--- src/rtl/osc_stab_pkg.sv ---
package osc_stab_pkg;
  typedef enum logic [1:0] {
    ST_PORWAIT = 2'd0,
    ST_RUN     = 2'd1,
    ST_STOPPED = 2'd2,
    ST_RECOVER = 2'd3
  } stab_state_e;
endpackage

--- src/rtl/osc_stab_chain.sv ---
module osc_stab_chain #(
  parameter int STAGES    = 12,
  parameter int SHORT_TAP = 5
) (
  input  logic              clk_i,
  input  logic              rst_i,
  input  logic              zero_i,
  output logic [STAGES-1:0] cnt_o,
  output logic              short_hit_o,
  output logic              long_hit_o,
  output logic              tick_o
);
  logic [STAGES-1:0] cnt_q;
  logic [STAGES:0]   en;
  logic              tick_q;

  // ripple-style toggle enables: stage i toggles when all lower stages are 1
  assign en[0] = 1'b1;
  for (genvar i = 0; i < STAGES; i++) begin : g_stage
    assign en[i+1] = en[i] & cnt_q[i];
    always_ff @(negedge clk_i or posedge rst_i) begin
      if (rst_i)                  cnt_q[i] <= 1'b0;
      else if (zero_i || en[STAGES]) cnt_q[i] <= 1'b0;
      else if (en[i])             cnt_q[i] <= ~cnt_q[i];
    end
  end

  // thirteenth stage: set on rollover, restarts the chain and clocks the watchdog
  always_ff @(negedge clk_i or posedge rst_i) begin
    if (rst_i) tick_q <= 1'b0;
    else       tick_q <= en[STAGES] & ~zero_i;
  end

  assign cnt_o       = cnt_q;
  assign short_hit_o = en[SHORT_TAP];
  assign long_hit_o  = en[STAGES];
  assign tick_o      = tick_q;

  AST_TICK_AFTER_FULL: assert property (@(negedge clk_i) disable iff (rst_i)
    tick_q |-> (cnt_q == '0) && ($past(cnt_q) == {STAGES{1'b1}}));
  AST_TICK_ONE_CYCLE: assert property (@(negedge clk_i) disable iff (rst_i)
    tick_q |=> !tick_q);
endmodule

--- src/rtl/osc_stab_ctrl.sv ---
module osc_stab_ctrl
  import osc_stab_pkg::*;
(
  input  logic        clk_i,
  input  logic        rst_i,
  input  logic        stop_i,
  input  logic        wake_i,
  input  logic        short_opt_i,
  input  logic        short_hit_i,
  input  logic        long_hit_i,
  output logic        zero_o,
  output logic        bus_en_o,
  output logic        done_o,
  output stab_state_e state_o
);
  stab_state_e st_q, st_d;
  logic short_q, bus_en_q, done_q, fin;

  assign fin = short_q ? short_hit_i : long_hit_i;

  always_comb begin
    st_d = st_q;
    unique case (st_q)
      ST_PORWAIT: if (long_hit_i) st_d = ST_RUN;
      ST_RUN:     if (stop_i)     st_d = ST_STOPPED;
      ST_STOPPED: if (wake_i)     st_d = ST_RECOVER;
      ST_RECOVER: if (fin)        st_d = ST_RUN;
      default:                    st_d = ST_PORWAIT;
    endcase
  end

  assign zero_o = (st_q == ST_STOPPED) || ((st_q == ST_RUN) && stop_i);

  always_ff @(negedge clk_i or posedge rst_i) begin
    if (rst_i) begin
      st_q     <= ST_PORWAIT;
      short_q  <= 1'b0;
      bus_en_q <= 1'b0;
      done_q   <= 1'b0;
    end else begin
      st_q     <= st_d;
      if (st_q == ST_STOPPED && wake_i) short_q <= short_opt_i;
      bus_en_q <= (st_d == ST_RUN);
      done_q   <= (st_q != ST_RUN) && (st_d == ST_RUN);
    end
  end

  assign bus_en_o = bus_en_q;
  assign done_o   = done_q;
  assign state_o  = st_q;

  AST_DONE_ONE_CYCLE: assert property (@(negedge clk_i) disable iff (rst_i)
    done_q |=> !done_q);
  AST_EN_RISE_WITH_DONE: assert property (@(negedge clk_i) disable iff (rst_i)
    $rose(bus_en_q) |-> done_q);
  AST_STOP_DROPS_EN: assert property (@(negedge clk_i) disable iff (rst_i)
    (st_q == ST_RUN && stop_i) |=> !bus_en_q);
  AST_OPT_HELD: assert property (@(negedge clk_i) disable iff (rst_i)
    (st_q == ST_RECOVER && $past(st_q) == ST_RECOVER) |-> $stable(short_q));
  AST_WAKE_IN_RUN: assert property (@(negedge clk_i) disable iff (rst_i)
    (st_q == ST_RUN && !stop_i && wake_i) |=> (bus_en_q && !done_q));
endmodule

--- src/rtl/osc_stab_timer.sv ---
module osc_stab_timer
  import osc_stab_pkg::*;
#(
  parameter int STAGES    = 12,
  parameter int SHORT_TAP = 5
) (
  input  logic xtal_clk_i,
  input  logic por_i,
  input  logic stop_i,
  input  logic wake_i,
  input  logic short_rec_i,
  input  logic ext_rst_n_i,
  output logic bus_clk_en_o,
  output logic recov_done_o,
  output logic wdog_tick_o
);
  logic [STAGES-1:0] cnt;
  logic zero, short_hit, long_hit;
  stab_state_e state;

  osc_stab_chain #(.STAGES(STAGES), .SHORT_TAP(SHORT_TAP)) u_chain (
    .clk_i       (xtal_clk_i),
    .rst_i       (por_i),
    .zero_i      (zero),
    .cnt_o       (cnt),
    .short_hit_o (short_hit),
    .long_hit_o  (long_hit),
    .tick_o      (wdog_tick_o)
  );

  osc_stab_ctrl u_ctrl (
    .clk_i       (xtal_clk_i),
    .rst_i       (por_i),
    .stop_i      (stop_i),
    .wake_i      (wake_i),
    .short_opt_i (short_rec_i),
    .short_hit_i (short_hit),
    .long_hit_i  (long_hit),
    .zero_o      (zero),
    .bus_en_o    (bus_clk_en_o),
    .done_o      (recov_done_o),
    .state_o     (state)
  );

  AST_STOP_CLEARS: assert property (@(negedge xtal_clk_i) disable iff (por_i)
    (state == ST_RUN && stop_i) |=> (cnt == '0));
  AST_STOPPED_HOLDS: assert property (@(negedge xtal_clk_i) disable iff (por_i)
    (state == ST_STOPPED) |-> (cnt == '0 && !wdog_tick_o));
  AST_EXT_RST_NO_EFFECT: assert property (@(negedge xtal_clk_i) disable iff (por_i)
    (!ext_rst_n_i && !zero && !long_hit) |=> (cnt == $past(cnt) + 1'b1));
endmodule

--- config.mk ---
export PLATFORM = sky130hd
export DESIGN_NAME = osc_stab_timer
export DESIGN_NICKNAME = d
export VERILOG_FILES = /design/src/rtl/osc_stab_pkg.sv /design/src/rtl/osc_stab_chain.sv /design/src/rtl/osc_stab_ctrl.sv /design/src/rtl/osc_stab_timer.sv
export SDC_FILE = /design/constraint.sdc
export NUM_CORES = 1
export LEC_CHECK = 0
export BUFFER_PORTS_ARGS = -buffer_cell sky130_fd_sc_hd__buf_2
export CAP_MARGIN = 0
export CELL_PAD_IN_SITES_DETAIL_PLACEMENT = 1
export CELL_PAD_IN_SITES_GLOBAL_PLACEMENT = 1
export CORE_AREA = 2 2 48 50
export DETAILED_ROUTE_END_ITERATION = 10
export DIE_AREA = 0 0 50 52
export PLACE_DENSITY_LB_ADDON = 0.15
export SLEW_MARGIN = 30
export SYNTH_ARGS = -nofsm -noshare
export SYNTH_HDL_FRONTEND = slang
export SYNTH_HIERARCHICAL = 1
export SYNTH_SLANG_ARGS = --single-unit
--- constraint.sdc ---
create_clock -name xtal_clk_i -period 2 [get_ports xtal_clk_i]
set_clock_uncertainty 0.05 [all_clocks]
set_input_delay 0.6 -clock xtal_clk_i [delete_from_list [all_inputs] [get_ports xtal_clk_i]]
set_output_delay 0.6 -clock xtal_clk_i [all_outputs]
set_load 0.05 [all_outputs]
==> results of run 1 <==
==> cell families after synthesis <==
logic type | Yosys count
xor+xnor | 3
simple gates | 31
flops | 18
mux | 4
compound gates | 18
buf+inv | 9
==> routing by layer <==
metal | share of wire [%] | global-route usage (%) | vias to the layer above | routed length [µm]
met5 | 0 | 0 | - | 0
met1 | 46 | 21.18 | 326 | 909
met4 | 2.0 | 5.556 | 0 | 40
met2 | 49 | 31.14 | 10 | 968
li1 | - | - | 332 | -
met3 | 2.5 | 3.736 | 4 | 50
==> cell type report <==
type	count	area [µm²]
fill	217	943.4
multi-input combinational	56	460.4
sequential	18	450.4
timing repair buffer	15	153.9
clock buffer	4	36.28
tap	28	35.03
inverter	7	26.28
==> layout by cell type (no fill, tap or decap), types with 2 or more instances in the layout <==
master	synthesis	routed
a21oi_2	0	7
buf_2	1	2
buf_4	0	4
buf_6	0	7
clkbuf_4	0	3
dfrtn_1	18	18
inv_1	7	7
nand2_1	7	6
nand3_1	3	3
nand4_2	2	2
nor2_1	7	2
nor2_2	0	4
o21ai_0	2	2
o31ai_1	4	4
or3_1	2	2
or4_1	4	4
xor2_1	2	2
==> state kept, by name, indices dropped and copies added (netlist names) <==
register and count:
u_chain/cnt_o 12, u_chain/tick_o 1, u_ctrl/bus_en_o 1, u_ctrl/done_o 1, u_ctrl/short_q 1, u_ctrl/state_o 2
==> where the power goes <==
part | switching [W] | internal (W) | total, W | leakage (nW)
combinational | 0.000172 | 0.000172 | 0.000344 | 0.261
sequential | 0.000112 | 0.000450 | 0.000562 | 0.228
clock | 0.000119 | 0.000111 | 0.000230 | 0.0210
==> stage by stage <==
step           cells  util (%)  hold WS (ns)   power, W
2_1_floorplan     83         -        0.3698  0.0007324
3_3_place_gp     123     48.54        0.3949  0.0008026
3_5_place_dp     123     48.54        0.4090  0.0008157
4_1_cts          127     54.37        0.4162   0.001111
5_1_grt          128     55.20        0.4434   0.001214
6_report         128     55.20        0.4250   0.001136
==> repair_timing <==
action / CTS / global route
buffers inserted: 1 / 2
pin swaps: 5 / 0
resized for setup: 25 / 4
endpoints found under the setup margin: 17 / 17
==> worst paths after layout <==
kind | from | endpoint | slack, ns | cells past startpoint
worst max register to register | u_chain/cnt_o[0] | u_ctrl/state_o[1] | 0.20 | 6
worst min-delay path | u_chain/cnt_o[0] | u_chain/cnt_o[0] | 0.43 | 1
worst min register to register | u_chain/cnt_o[0] | u_chain/cnt_o[0] | 0.43 | 1
max in group asynchronous | por_i | u_chain/cnt_o[2] | 0.61 | 3
min in group asynchronous | por_i | u_ctrl/short_q | 1.04 | 2
worst max-delay path | u_chain/tick_o | wdog_tick_o | -0.52 | 1
==> results.json, run 1 <==
{
  "outcome": "finished with violations",
  "violations": "setup timing",
  "placed_cell_area_um2": 1022,
  "worstSetupEndpointType": "primary output",
  "crit_family": "flip-flops",
  "wl_per_cell_um": 15.38,
  "insertedDiodeCount": 0,
  "grt_start_max_net_pins": 15,
  "hold_viol_final": 0,
  "yosysTopAreaCellShare_pct": 52.40,
  "synth_compound_area_share_pct": 13.68,
  "synth_area_leaders": "dfrtn_1 (52%), a21oi_1 (4.7%), o31ai_1 (3.5%)",
  "coreArea_um2": 2106,
  "netlist_area_um2": 859.6,
  "synth_seq_area_share_pct": 52.40,
  "port_buffers": 7,
  "fp.dieW_um": 50,
  "syn2layout_area_growth_pct": 35.23,
  "path_clk_slew_ns": 0.08,
  "clock-root-buffer": "clkbuf_4",
  "grt_antenna_before_repair": 0,
  "drive_gt1_share_pct": 41.00,
  "post-place-ws_ns": -0.5498,
  "slowest_stage": "dfrtn_1",
  "grt.overflow.total": 0,
  "powerDensity_nw_per_um2": 977.1,
  "synth_warnings": 6,
  "hpwl_mm": 1.369,
  "dieArea_um2": 2600,
  "post-synth-top-area-cell": "dfrtn_1",
  "rows": 17,
  "start_kind": "flip-flop",
  "slowest_delay_ns": 0.42,
  "syn-instance-count": 83,
  "initial_utilization_pct": 40.82,
  "tritoncts": "built",
  "synth-simple-area-share_pct": 21.40,
  "cts.htree.levels": 1,
  "drc": 0,
  "synth_most_common_cell": "dfrtn_1",
  "track_usage_pct": 17.57,
  "drt_pass1_iterations": 2,
  "synthXorXnorAreaFrac_pct": 3.057,
  "fin_tns_setup_ns": -3.135,
  "finalInstanceArea_um2": 1162,
  "tightest_slew_ns": 0.3156,
  "setup_violations": 17,
  "critical_path_class": "reg2out",
  "numCtsBuffers": 3,
  "crit_buf_inv": 1,
  "synthDistinctLibCells": 27,
  "maxSlewHeadroom_pct": 78.96,
  "drt-total-wl_mm": 1.968,
  "clock_sinks": 18,
  "dr_total_vias": 672,
  "cp_max_fo": 1,
  "synth-edff-count": 0,
  "ant_nets": 0,
  "synth_top_family_by_area": "simple AND/OR/NAND/NOR gates",
  "hold_class": "reg2reg",
  "drt_iter0_drc": 7,
  "grt_pass1_vias": 761,
  "clk_latency_ns": 0.30,
  "fin_ws_ns": -0.5192,
  "pin_count": 9,
  "ctsLongestPathBuffers": 2,
  "ys_ff_latch": 18,
  "grt_pass1_wl_mm": 3.443,
  "arrival_ns": 1.87,
  "synthAdderAreaFrac_pct": 0,
  "synthMuxAreaShare_pct": 5.386,
  "netlist_top_cells_count": "dfrtn_1 (18), a21oi_1 (8), inv_1 (7), nand2_1 (7), nor2_1 (7)",
  "rsz0062_at_grt": "yes",
  "nets": 107,
  "ys_async_sr_fraction_pct": 100.0,
  "path_cells": "buf_6",
  "p_leak_nw": 0.5098,
  "syn_area_per_cell_um2": 10.36,
  "drv_cap": 0,
  "synth_flop_cell": "dfrtn_1",
  "die_y_um": 52,
  "vias_per_cell": 5.250,
  "syn_nets": 89,
  "gp_congestion": 0.8146,
  "ctsHoldBuffers": 0,
  "ir_drop_uv": 611.3,
  "cp.required_ns": 1.35,
  "slew_viol_final": 0
}
(Power assumes the default switching activity.)
==> run 2: changes to the inputs <==
Settings changed: GPL_TIMING_DRIVEN from default to 0.
==> results.json, run 2 (synthesis gave the netlist of run 1 again) <==
{
  "netSwitchingFraction_pct": 36.08,
  "grt_pass1_vias": 724,
  "drt-total-wl_mm": 2.077,
  "wl_per_cell_um": 15.98,
  "drt_iter0_drc": 10,
  "ant_nets": 0,
  "violations": "setup timing",
  "tritoncts": "built",
  "p_leak_nw": 0.5166,
  "ir_drop_uv": 888.3,
  "p_seq_share_pct": 45.8,
  "nets": 109,
  "internal_power_w": 0.0007772,
  "final_cell_mix": "dfrtn_1 (18), a21oi_2 (8), inv_1 (7)",
  "total_power_w": 0.001216,
  "grt.overflow.total": 0,
  "grt_pass1_wl_mm": 3.477,
  "critical_path_class": "reg2out",
  "fin_util_pct": 56.39,
  "grt_start_max_net_pins": 14,
  "slowest_stage": "dfrtn_1",
  "arrival_ns": 1.87,
  "hold_viol_final": 0,
  "grt_antenna_before_repair": 0,
  "crit_family": "flip-flops",
  "rsz0062_at_grt": "yes",
  "insertedDiodeCount": 0,
  "drc": 0,
  "fin_ws_ns": -0.5195,
  "syn2layout_area_growth_pct": 38.14,
  "ctsLongestPathBuffers": 2,
  "die_y_um": 52,
  "cp.required_ns": 1.35,
  "vias_per_cell": 5.377,
  "worstSetupEndpointType": "primary output",
  "fill_cells": 221,
  "fp.dieW_um": 50,
  "numCtsBuffers": 3,
  "clk_latency_ns": 0.29,
  "holdWs_ns": 0.4325,
  "dieArea_um2": 2600,
  "slew_viol_final": 0,
  "setup_violations": 16,
  "powerDensity_nw_per_um2": 1024,
  "crit_buf_inv": 1,
  "multi_input_area_um2": 480.5,
  "hpwl_mm": 1.324,
  "tightest_slew_ns": 0.5194,
  "port_buffers": 7,
  "gp_congestion": 0.8369,
  "start_kind": "flip-flop",
  "fin_tns_setup_ns": -3.598,
  "path_clk_slew_ns": 0.07,
  "drt_pass1_iterations": 4,
  "seq_area_um2": 450.4,
  "outcome": "finished with violations",
  "clock_sinks": 18,
  "maxSlewHeadroom_pct": 65.34,
  "largest_register_ffs": 12,
  "layout_commonest_cell": "dfrtn_1",
  "rows": 17,
  "pin_count": 9,
  "p_switching_w": 0.0004386,
  "cts.htree.levels": 1,
  "cp_max_fo": 1,
  "initial_utilization_pct": 40.82,
  "path_cells": "buf_6",
  "track_usage_pct": 18.48,
  "drv_cap": 0,
  "drive_gt1_share_pct": 44.12,
  "coreArea_um2": 2106,
  "power_frac_comb_pct": 35.6,
  "clock-root-buffer": "clkbuf_4",
  "p_clk_share_pct": 18.6,
  "ctsHoldBuffers": 0,
  "post-place-ws_ns": -0.5843,
  "hold_class": "reg2reg",
  "slowest_delay_ns": 0.42,
  "dr_total_vias": 699
}
## run 2: cell count changes in the layout (fill, tap and decap cells not counted), sizes merged
| cell | previous run | this run |
|---|---|---|
| buf | 15 | 17 |
## run 2: through the flow
| stage | instances | cell area [µm²] |
|---|---|---|
| 2_1_floorplan | 83 | 899.6 |
| 3_3_place_gp | 118 | 969.7 |
| 3_5_place_dp | 118 | 969.7 |
| 4_1_cts | 128 | 1122 |
| 5_1_grt | 130 | 1187 |
| 6_report | 130 | 1187 |
## run 2: routing by layer
metal | vias up | share of wire [%] | track usage [%]
met5 | - | 0 | 0
met4 | 0 | 1.5 | 9.722
met3 | 4 | 1.9 | 3.448
met2 | 8 | 53 | 31.36
met1 | 349 | 44 | 22.20
li1 | 338 | - | -
## run 2: layout make-up
class / count / area share (%)
plain buffers: 2 / 1.686
clock buffers: 4 / 3.056
inverters: 7 / 2.213
multi-input cells: 56 / 40.46
flip-flops and latches: 18 / 37.93
well taps: 28 / 2.950
repair buffers: 15 / 11.70
## run 2: worst paths after layout
check | from | endpoint | slack (ns) | cells past startpoint
worst max-delay path | u_ctrl/done_o | recov_done_o | -0.52 | 1
worst min register to register | u_ctrl/short_q | u_ctrl/short_q | 0.43 | 1
worst min-delay path | u_ctrl/short_q | u_ctrl/short_q | 0.43 | 1
min in group asynchronous | por_i | u_ctrl/state_o[1] | 1.03 | 2
max in group asynchronous | por_i | u_chain/cnt_o[2] | 0.35 | 2
worst max register to register | u_chain/cnt_o[0] | u_ctrl/state_o[1] | 0.11 | 7
## run 2: timing repair
| item | CTS | global route |
|---|---|---|
| gates cloned | 1 | 0 |
| pin swaps | 5 | 1 |
| setup buffers | 5 | 3 |
| endpoints found under the setup margin | 17 | 18 |
| resized for setup | 19 | 14 |
## run 2: power groups by stage
stage | registers [W] | logic, W | clock network, W
3_5_place_dp | 0.000561 | 0.000243 | 0
6_report | 0.000556 | 0.000433 | 0.000227
4_1_cts | 0.000536 | 0.000339 | 0.000236
3_3_place_gp | 0.000555 | 0.000235 | 0
5_1_grt | 0.000565 | 0.000472 | 0.000252
2_1_floorplan | 0.000544 | 0.000188 | 0
